<file path="src/rtl/sse_pkg.sv">
package sse_pkg;
  localparam int DataW      = 12;
  localparam int LeadZeros  = 4;
  localparam int FrameLen   = DataW + LeadZeros;
  localparam int ReleaseAt  = 13;
  localparam int CountW     = $clog2(FrameLen + 1);

  typedef enum logic [1:0] {
    ST_IDLE  = 2'd0,
    ST_SHIFT = 2'd1,
    ST_DONE  = 2'd2
  } sseState_t;

  typedef struct packed {
    logic loadWord;
    logic shiftBit;
  } sseStrobe_t;
endpackage

</file>
<file path="src/rtl/sse_edge_sync.sv">
module sse_edge_sync #(
  parameter int   Stages = 2,
  parameter logic RstVal = 1'b1
) (
  input  logic clk,
  input  logic rst_n,
  input  logic din,
  output logic rise,
  output logic fall
);
  logic [Stages:0] syncQ;

  always_ff @(posedge clk or negedge rst_n) begin
    if (!rst_n) syncQ <= {(Stages + 1){RstVal}};
    else        syncQ <= {syncQ[Stages-1:0], din};
  end

  assign rise = syncQ[Stages-1] & ~syncQ[Stages];
  assign fall = ~syncQ[Stages-1] & syncQ[Stages];
endmodule

</file>
<file path="src/rtl/sse_control.sv">
module sse_control
  import sse_pkg::*;
(
  input  logic       clk,
  input  logic       rst_n,
  input  logic       csFall,
  input  logic       csRise,
  input  logic       sclkFall,
  input  logic       sclkRise,
  output sseStrobe_t strobe,
  output logic       driveEn,
  output logic       holdOut,
  output logic       frameDone,
  output logic       frameAbort
);
  sseState_t   state;
  logic [CountW-1:0] fallCnt;
  logic [CountW-1:0] fallNext;

  assign fallNext = fallCnt + CountW'(1);

  always_comb begin
    strobe.loadWord = (state == ST_IDLE) && csFall;
    strobe.shiftBit = (state == ST_SHIFT) && !csRise && sclkFall;
  end

  always_ff @(posedge clk or negedge rst_n) begin
    if (!rst_n) begin
      state      <= ST_IDLE;
      fallCnt    <= '0;
      driveEn    <= 1'b0;
      holdOut    <= 1'b0;
      frameDone  <= 1'b0;
      frameAbort <= 1'b0;
    end else begin
      frameDone  <= 1'b0;
      frameAbort <= 1'b0;
      unique case (state)
        ST_IDLE: begin
          if (csFall) begin
            state   <= ST_SHIFT;
            fallCnt <= '0;
            driveEn <= 1'b1;
            holdOut <= 1'b1;
          end
        end
        ST_SHIFT: begin
          if (csRise) begin
            state      <= ST_IDLE;
            driveEn    <= 1'b0;
            holdOut    <= 1'b0;
            frameAbort <= 1'b1;
          end else if (sclkFall) begin
            fallCnt <= fallNext;
            if (fallNext == CountW'(FrameLen)) begin
              state     <= ST_DONE;
              driveEn   <= 1'b0;
              holdOut   <= 1'b0;
              frameDone <= 1'b1;
            end
          end else if (sclkRise && fallCnt >= CountW'(ReleaseAt)) begin
            holdOut <= 1'b0;
          end
        end
        ST_DONE: begin
          if (csRise) state <= ST_IDLE;
        end
        default: state <= ST_IDLE;
      endcase
    end
  end
endmodule

</file>
<file path="src/rtl/sse_datapath.sv">
module sse_datapath
  import sse_pkg::*;
(
  input  logic             clk,
  input  logic             rst_n,
  input  sseStrobe_t       strobe,
  input  logic [DataW-1:0] sampleIn,
  output logic             msbBit
);
  logic [FrameLen-1:0] shiftReg;

  always_ff @(posedge clk or negedge rst_n) begin
    if (!rst_n)               shiftReg <= '0;
    else if (strobe.loadWord) shiftReg <= {{LeadZeros{1'b0}}, sampleIn};
    else if (strobe.shiftBit) shiftReg <= {shiftReg[FrameLen-2:0], 1'b0};
  end

  assign msbBit = shiftReg[FrameLen-1];
endmodule

</file>
<file path="src/rtl/serial_sample_engine.sv">
module serial_sample_engine
  import sse_pkg::*;
#(
  parameter int SyncStages = 2
) (
  input  logic             clk,
  input  logic             rst_n,
  input  logic             csN,
  input  logic             sclkIn,
  input  logic [DataW-1:0] sampleIn,
  output logic             sdo,
  output logic             sdoEn,
  output logic             holdOut,
  output logic             frameDone,
  output logic             frameAbort
);
  logic csRise, csFall, sclkRise, sclkFall, msbBit;
  sseStrobe_t strobe;

  sse_edge_sync #(.Stages(SyncStages), .RstVal(1'b1)) u_csSync (
    .clk(clk), .rst_n(rst_n), .din(csN), .rise(csRise), .fall(csFall));

  sse_edge_sync #(.Stages(SyncStages), .RstVal(1'b1)) u_sclkSync (
    .clk(clk), .rst_n(rst_n), .din(sclkIn), .rise(sclkRise), .fall(sclkFall));

  sse_control u_ctl (
    .clk(clk), .rst_n(rst_n), .csFall(csFall), .csRise(csRise),
    .sclkFall(sclkFall), .sclkRise(sclkRise), .strobe(strobe),
    .driveEn(sdoEn), .holdOut(holdOut), .frameDone(frameDone),
    .frameAbort(frameAbort));

  sse_datapath u_dp (
    .clk(clk), .rst_n(rst_n), .strobe(strobe), .sampleIn(sampleIn),
    .msbBit(msbBit));

  assign sdo = msbBit & sdoEn;
endmodule

</file>
<file path="config.mk">
export PLATFORM = sky130hd
export DESIGN_NAME = serial_sample_engine
export DESIGN_NICKNAME = d
export VERILOG_FILES = /design/src/rtl/sse_pkg.sv /design/src/rtl/sse_edge_sync.sv /design/src/rtl/sse_control.sv /design/src/rtl/sse_datapath.sv /design/src/rtl/serial_sample_engine.sv
export SDC_FILE = /design/constraint.sdc
export NUM_CORES = 1
export LEC_CHECK = 0
export BUFFER_PORTS_ARGS = -buffer_cell sky130_fd_sc_hd__buf_2
export CORE_MARGIN = 2
export CORE_UTILIZATION = 50
export DETAILED_ROUTE_END_ITERATION = 7
export PLACE_DENSITY_LB_ADDON = 0.25
export SLEW_MARGIN = 20
export SYNTH_ARGS = -nofsm -noshare
export SYNTH_HDL_FRONTEND = slang
export SYNTH_SLANG_ARGS = --single-unit
</file>
<file path="constraint.sdc">
create_clock -name clk -period 1.45 [get_ports clk]
set_input_delay 0.2175 -clock clk [delete_from_list [all_inputs] [get_ports clk]]
set_output_delay 0.2175 -clock clk [all_outputs]
set_load 0.02 [all_outputs]
</file>
Word-level counts from Yosys, hierarchy flattened
Cells that the tools add are included.

operators by class
  $add $sub $neg = 1
  magnitude comparators = 1
  equal/unequal tests = 11
  muxes and demuxes = 27
  bitwise gates (word level) = 9
  reductions and logical operators = 12

operators with widths
  kind                                                 number
  two-way mux 16 bit                                   2
  AND reduction 4 bit                                  4
  two-way mux 5 bit                                    3
  two-way mux 1 bit                                    13
  two-way mux 2 bit                                    5
  case mux 5 bit (2 select lines)                      1
  != test 2 x 1 -> 1 bit, second input constant        3
  case mux 2 bit (3 select lines)                      1
  adder 5 x 1 -> 5 bit, second input constant          1
  AND 1 bit                                            5
  == test 5 bit, second input constant                 1
  >= comparator 5 x 4 -> 1 bit, second input constant  1
  logical AND 1 bit                                    4
  != test 4 x 2 -> 1 bit, second input constant        1
  != test 4 x 3 -> 1 bit, second input constant        1
  inverter 1 bit                                       4
  case mux 1 bit (2 select lines)                      2
  nonzero test 2 bit                                   2
  != test 3 x 1 -> 1 bit, second input constant        1
  != test 3 x 2 -> 1 bit, second input constant        1
  == test 2 x 1 -> 1 bit, second input constant        1
  == test 2 bit, second input constant                 1
  zero test 2 bit                                      1
  != test 2 bit, second input constant                 1
  zero test 1 bit                                      1

storage, ports and cells
  flip-flop bits (word level) = 33
  output and inout bits = 5
  logic and storage cells = 70

Depth between registers and ports, before layout
  word-level depth = 7
  depth in mapped cells = 6

By module
A second synthesis with hierarchy kept.

second synthesis, totals
  cells, all modules = 139
  area, all modules = 1501.4 um^2

by module, submodules not included
  module                instances  cells an instance  area an instance (um^2)  sequential area each (um^2)
  sse_datapath          1          65                 723.2                    400.4
  sse_control           1          63                 584.3                    275.3
  sse_edge_sync         2          5                  93.8                     78.8
  serial_sample_engine  1          1                  6.3                      0.0

Least setup slack after synthesis
No wires, ideal clock.

  kind = reg-to-reg
  start point = register u_csSync.syncQ[2]
  end point = register u_ctl.fallCnt[2]
  data arrival time = 1.319 ns
  setup slack = 0.013 ns
  cell stages (with the launch flop) = 6
  buffers on the path = 1
  cells stage by stage = dfstp_2 nand2b_1 or3_1 clkbuf_1 o2bb2ai_1 a21o_1

on the way
  cells in the longest elaborated chain, start to end = 4
  elaborated cells between the ends (all ways) = 6
  those cells by class = eq/ne: 2; bitwise: 3; reduce/logical: 1

RTL lines
  what                               line                 text
  start: declaration                 sse_edge_sync.sv:11  logic [Stages:0] syncQ;
  start signal: assignment           sse_edge_sync.sv:14  if (!rst_n) syncQ <= {(Stages + 1){RstVal}};
  start signal: assignment           sse_edge_sync.sv:15  else syncQ <= {syncQ[Stages-1:0], din};
  inverter 1 bit                     sse_edge_sync.sv:18  assign rise = syncQ[Stages-1] & ~syncQ[Stages];
  AND 1 bit                          sse_edge_sync.sv:18
  != test 2 bit (no line)            n/a
  AND reduction 4 bit (no line) (*)  n/a
  end signal: assignment             sse_control.sv:54    fallCnt <= fallNext;
  end: declaration                   sse_control.sv:17    logic [CountW-1:0] fallCnt;

Every way passes the cells marked *; elsewhere a longest branch is shown, timed or not.
A chain may end at the register's enable or synchronous reset.

Worst setup path in the final report
  start point = register u_ctl.fallCnt[0]
  end point = register u_ctl.holdOut

on the way
  cells in the longest elaborated chain, start to end = 4
  elaborated cells between the ends (all ways) = 7
  those cells by class = add/sub: 1; order compare: 1; eq/ne: 3; reduce/logical: 2

RTL lines
  what                                                                               line                                  text
  adder 5 x 1 -> 5 bit / >= comparator 5 x 4 -> 1 bit (equally long branches)        sse_control.sv:20, sse_control.sv:61
  == test 5 bit / logical AND 1 bit (equally long branches)                          sse_control.sv:55, sse_control.sv:61
  != test 4 x 3 -> 1 bit (no line) / != test 4 x 2 -> 1 bit (equally long branches)  n/a
  AND reduction 4 bit (no line) (*)                                                  n/a
  end signal: assignment                                                             sse_control.sv:32                     holdOut <= 1'b0;
  end signal: assignment                                                             sse_control.sv:58                     holdOut <= 1'b0;
  end signal: assignment                                                             sse_control.sv:62                     holdOut <= 1'b0;
  end: declaration                                                                   sse_control.sv:12                     output logic holdOut,

Marked as above.

==> load_flow_metrics.sql <==
INSERT INTO impl_metrics (metric_group, metric, value, unit) VALUES
('yosys', 'synth_seq_cells', '33', ''),
('power', 'power.ir.vdd_worst', '0.000790', 'V'),
('placement', 'preCtsSetupSlack', '-0.0487', 'ns'),
('yosys', 'synth-edff-count', '0', ''),
('floorplan', 'io-pin-count', '21', ''),
('yosys', 'yosys.area.top_type', 'sky130_fd_sc_hd__dfrtp_1', ''),
('critical_path', 'number_of_cells_on_the_worst_reg_to_reg_path', '5', ''),
('critical_path', 'timing.reg2reg.setup_slack', '0.02', 'ns'),
('power', 'report.power.total', '2.23', 'mW'),
('timing', 'max-slew-margin-rel', '0.733', ''),
('timing', 'grt_setup_unrepaired', 'yes', ''),
('floorplan', 'die_width', '58.8', 'µm'),
('finish', 'postLayoutCellArea', '1930', 'µm²'),
('timing', 'final.hold.worst_slack', '0.0743', 'ns'),
('min_path', 'timing.hold.worst_path_depth', '3', ''),
('timing', 'drv_slew', '0', ''),
('yosys', 'syn_nets', '153', ''),
('timing', 'worst_clock_skew', '0.0108', 'ns'),
('drt', 'drt-pass1-iter-count', '4', ''),
('power', 'power.share.clock', '0.215', ''),
('global_route', 'largest_net_degree_at_the_start_of_global_routing', '28', ''),
('finish', 'num-fill-cells', '224', ''),
('flow_run', 'maxCapViolations', '0', ''),
('timing', 'timing.final.ws_setup', '0.0184', 'ns'),
('timing', 'setup_viol', '0', ''),
('clock_network', 'htree_levels', '2', ''),
('floorplan', 'core.rowCount', '19', ''),
('timing', 'timing.final.hold_violations', '0', ''),
('finish', 'area.growth.synth_to_final', '28.6', '%'),
('placement', 'place.detailed.instances', '196', ''),
('critical_path', 'worst_r2r_endpoint', 'u_ctl.holdOut$_DFFE_PN0P_', ''),
('drt', 'ant_nets', '0', ''),
('timing', 'maxClockFrequency', '699', 'MHz'),
('placement', 'hpwlAfterDp', '1940', 'µm'),
('placement', 'gp_congestion', '0.900', ''),
('power', 'share_comb_of_total_power', '0.246', ''),
('global_route', 'global_route.usage.total', '0.190', ''),
('yosys', 'yosysMostFrequentCell', 'sky130_fd_sc_hd__dfrtp_1', ''),
('clock_network', 'cts_tree', 'yes', ''),
('min_path', 'timing.hold.worst.class', 'in -> reg', ''),
('clock_network', 'clk-insertion-delay-late', '0.34', 'ns'),
('clock_network', 'clock_tree.root_cell', 'sky130_fd_sc_hd__clkbuf_4', ''),
('drt', 'route.detailed.wl_per_inst', '12.8', 'µm'),
('finish', 'finalNetCount', '197', ''),
('yosys', 'synth.avg_cell_area', '11.1', 'µm²'),
('outcome', 'run_status', 'complete, no violations', ''),
('timing', 'period_share', '0.987', ''),
('global_route', 'first_global_vias', '1146', ''),
('drt', 'finalWirelength', '2700', 'µm'),
('finish', 'final_layout_size_suffix_gt1_frac', '0.372', ''),
('yosys', 'yosys-top-cells-area', 'sky130_fd_sc_hd__dfrtp_1 45%, sky130_fd_sc_hd__dfstp_2 11%, sky130_fd_sc_hd__mux2i_1 10%, sky130_fd_sc_hd__o21ai_0 5.3%, sky130_fd_sc_hd__nand2_1 4.8%', ''),
('critical_path', 'worst-endpoint-arrival', '1.68', 'ns'),
('timing', 'worst_slew_pin_slew', '0.400', 'ns'),
('floorplan', 'floorplan.die.height', '58.8', 'µm'),
('drt', 'vias', '1129', ''),
('finish', 'final_core_utilization', '0.687', ''),
('floorplan', 'effective_utilization_at_floorplan', '0.534', ''),
('power', 'share_seq_of_total_power', '0.539', ''),
('clock_network', 'clk_transition_reported_paths', '0.10', 'ns'),
('drt', 'post-route-drc-count', '0', ''),
('yosys', 'synthesis.yosys.warnings', '0', ''),
('clock_network', 'clock_sink_count', '33', ''),
('drt', 'drt_iter0_markers', '24', ''),
('timing', 'post-route-min-period', '1.43', 'ns'),
('timing', 'setup-tns-final', '0', 'ns'),
('min_path', 'holdPathEnd', 'u_dp.shiftReg[0]$_DFFE_PN0P_', ''),
('global_route', 'antenna_violations_before_repair', '0', ''),
('finish', 'diodes', '0', ''),
('placement', 'number_of_buffer_cells_added_on_primary_ports', '20', ''),
('floorplan', 'placeableCoreArea', '2810', 'µm²'),
('global_route', 'globalRouteOverflowTotal', '0', '');
routing by layer:
layer  track usage  wire length, µm  vias up
met5             0                0        -
met4        0.0682               59        0
met3        0.0769              144        8
met2         0.311             1340       21
met1         0.227             1150      536
li1              -                -      564
what timing repair did:
item,CTS,global route
pin swaps,5,3
cloned,1,0
hold buffers,3,0
gates resized for setup,8,16
setup endpoints to repair,13,16
setup buffers,3,0
endpoints found under the hold margin,18,0
how the worst max path moves through the flow:
| stage | start | cells past startpoint | to |
|---|---|---|---|
| after detailed placement | u_ctl.fallCnt[0]$_DFFE_PN0P_ | 5 | u_ctl.holdOut$_DFFE_PN0P_ |
| after global routing | u_ctl.fallCnt[0]$_DFFE_PN0P_ | 5 | u_ctl.holdOut$_DFFE_PN0P_ |
| after CTS | u_ctl.fallCnt[0]$_DFFE_PN0P_ | 5 | u_ctl.holdOut$_DFFE_PN0P_ |
| after global placement | u_ctl.fallCnt[0]$_DFFE_PN0P_ | 5 | u_ctl.holdOut$_DFFE_PN0P_ |
| after floorplan | u_csSync.syncQ[2]$_DFF_PN1_ | 5 | u_ctl.fallCnt[2]$_DFFE_PN0P_ |
| final | u_ctl.fallCnt[0]$_DFFE_PN0P_ | 5 | u_ctl.holdOut$_DFFE_PN0P_ |
critical path: stages, from the launching register on:
cell and delay (ns):
sky130_fd_sc_hd__dfrtp_1 0.41, sky130_fd_sc_hd__buf_6 0.13, sky130_fd_sc_hd__o311a_1 0.36, sky130_fd_sc_hd__o2111ai_2 0.19
sky130_fd_sc_hd__o21ai_1 0.10, sky130_fd_sc_hd__a211oi_2 0.15
state kept, by name, indices dropped and copies added, names as in the netlist:
name and cells:
u_dp.shiftReg 16, u_ctl.fallCnt 5, u_csSync.syncQ 3, u_sclkSync.syncQ 3, u_ctl.state 2, u_ctl.driveEn 1
u_ctl.frameAbort 1, u_ctl.frameDone 1, u_ctl.holdOut 1
final cells by class:
type / count / area, µm² / area share
well taps: 31 / 38.8 / 0.0201
clock inverters: 1 / 5.00 / 0.00260
inverters: 2 / 7.51 / 0.00389
repair buffers: 43 / 349 / 0.181
multi-input cells: 94 / 649 / 0.337
clock buffers: 7 / 45.0 / 0.0234
flip-flops and latches: 33 / 833 / 0.432
power by group through the flow:
stage          Clock, mW  Combinational (mW)  Sequential [mW]
2_1_floorplan          0               0.268             1.23
3_3_place_gp           0               0.455             1.21
3_5_place_dp           0               0.478             1.22
4_1_cts            0.498               0.525             1.20
5_1_grt            0.543               0.615             1.23
6_report           0.479               0.548             1.20
cells by family after synthesis:
logic type / share of synthesized area
mux: 0.100
xor+xnor: 0.00584
simple gates: 0.169
flops: 0.556
fa+ha+maj: 0.0167
buf+inv: 0.0442
compound gates: 0.108
cells in the final DEF (no fill, tap or decap), types with 2 or more instances in the layout:
master	Yosys	layout
sky130_fd_sc_hd__dfrtp_1	27	27
sky130_fd_sc_hd__buf_2	2	20
sky130_fd_sc_hd__nand2_1	19	19
sky130_fd_sc_hd__mux2i_1	15	15
sky130_fd_sc_hd__o21ai_1	4	13
sky130_fd_sc_hd__buf_4	0	13
sky130_fd_sc_hd__nor2_1	7	7
sky130_fd_sc_hd__o21ai_0	16	6
sky130_fd_sc_hd__nand3_1	6	6
sky130_fd_sc_hd__dfstp_2	6	6
sky130_fd_sc_hd__clkbuf_4	0	5
sky130_fd_sc_hd__dlygate4sd3_1	0	3
sky130_fd_sc_hd__buf_12	1	3
sky130_fd_sc_hd__buf_6	1	3
sky130_fd_sc_hd__inv_1	2	2
sky130_fd_sc_hd__and2_1	2	2
sky130_fd_sc_hd__or2_2	2	2
sky130_fd_sc_hd__clkbuf_1	1	2
(Power assumes the default switching activity.)
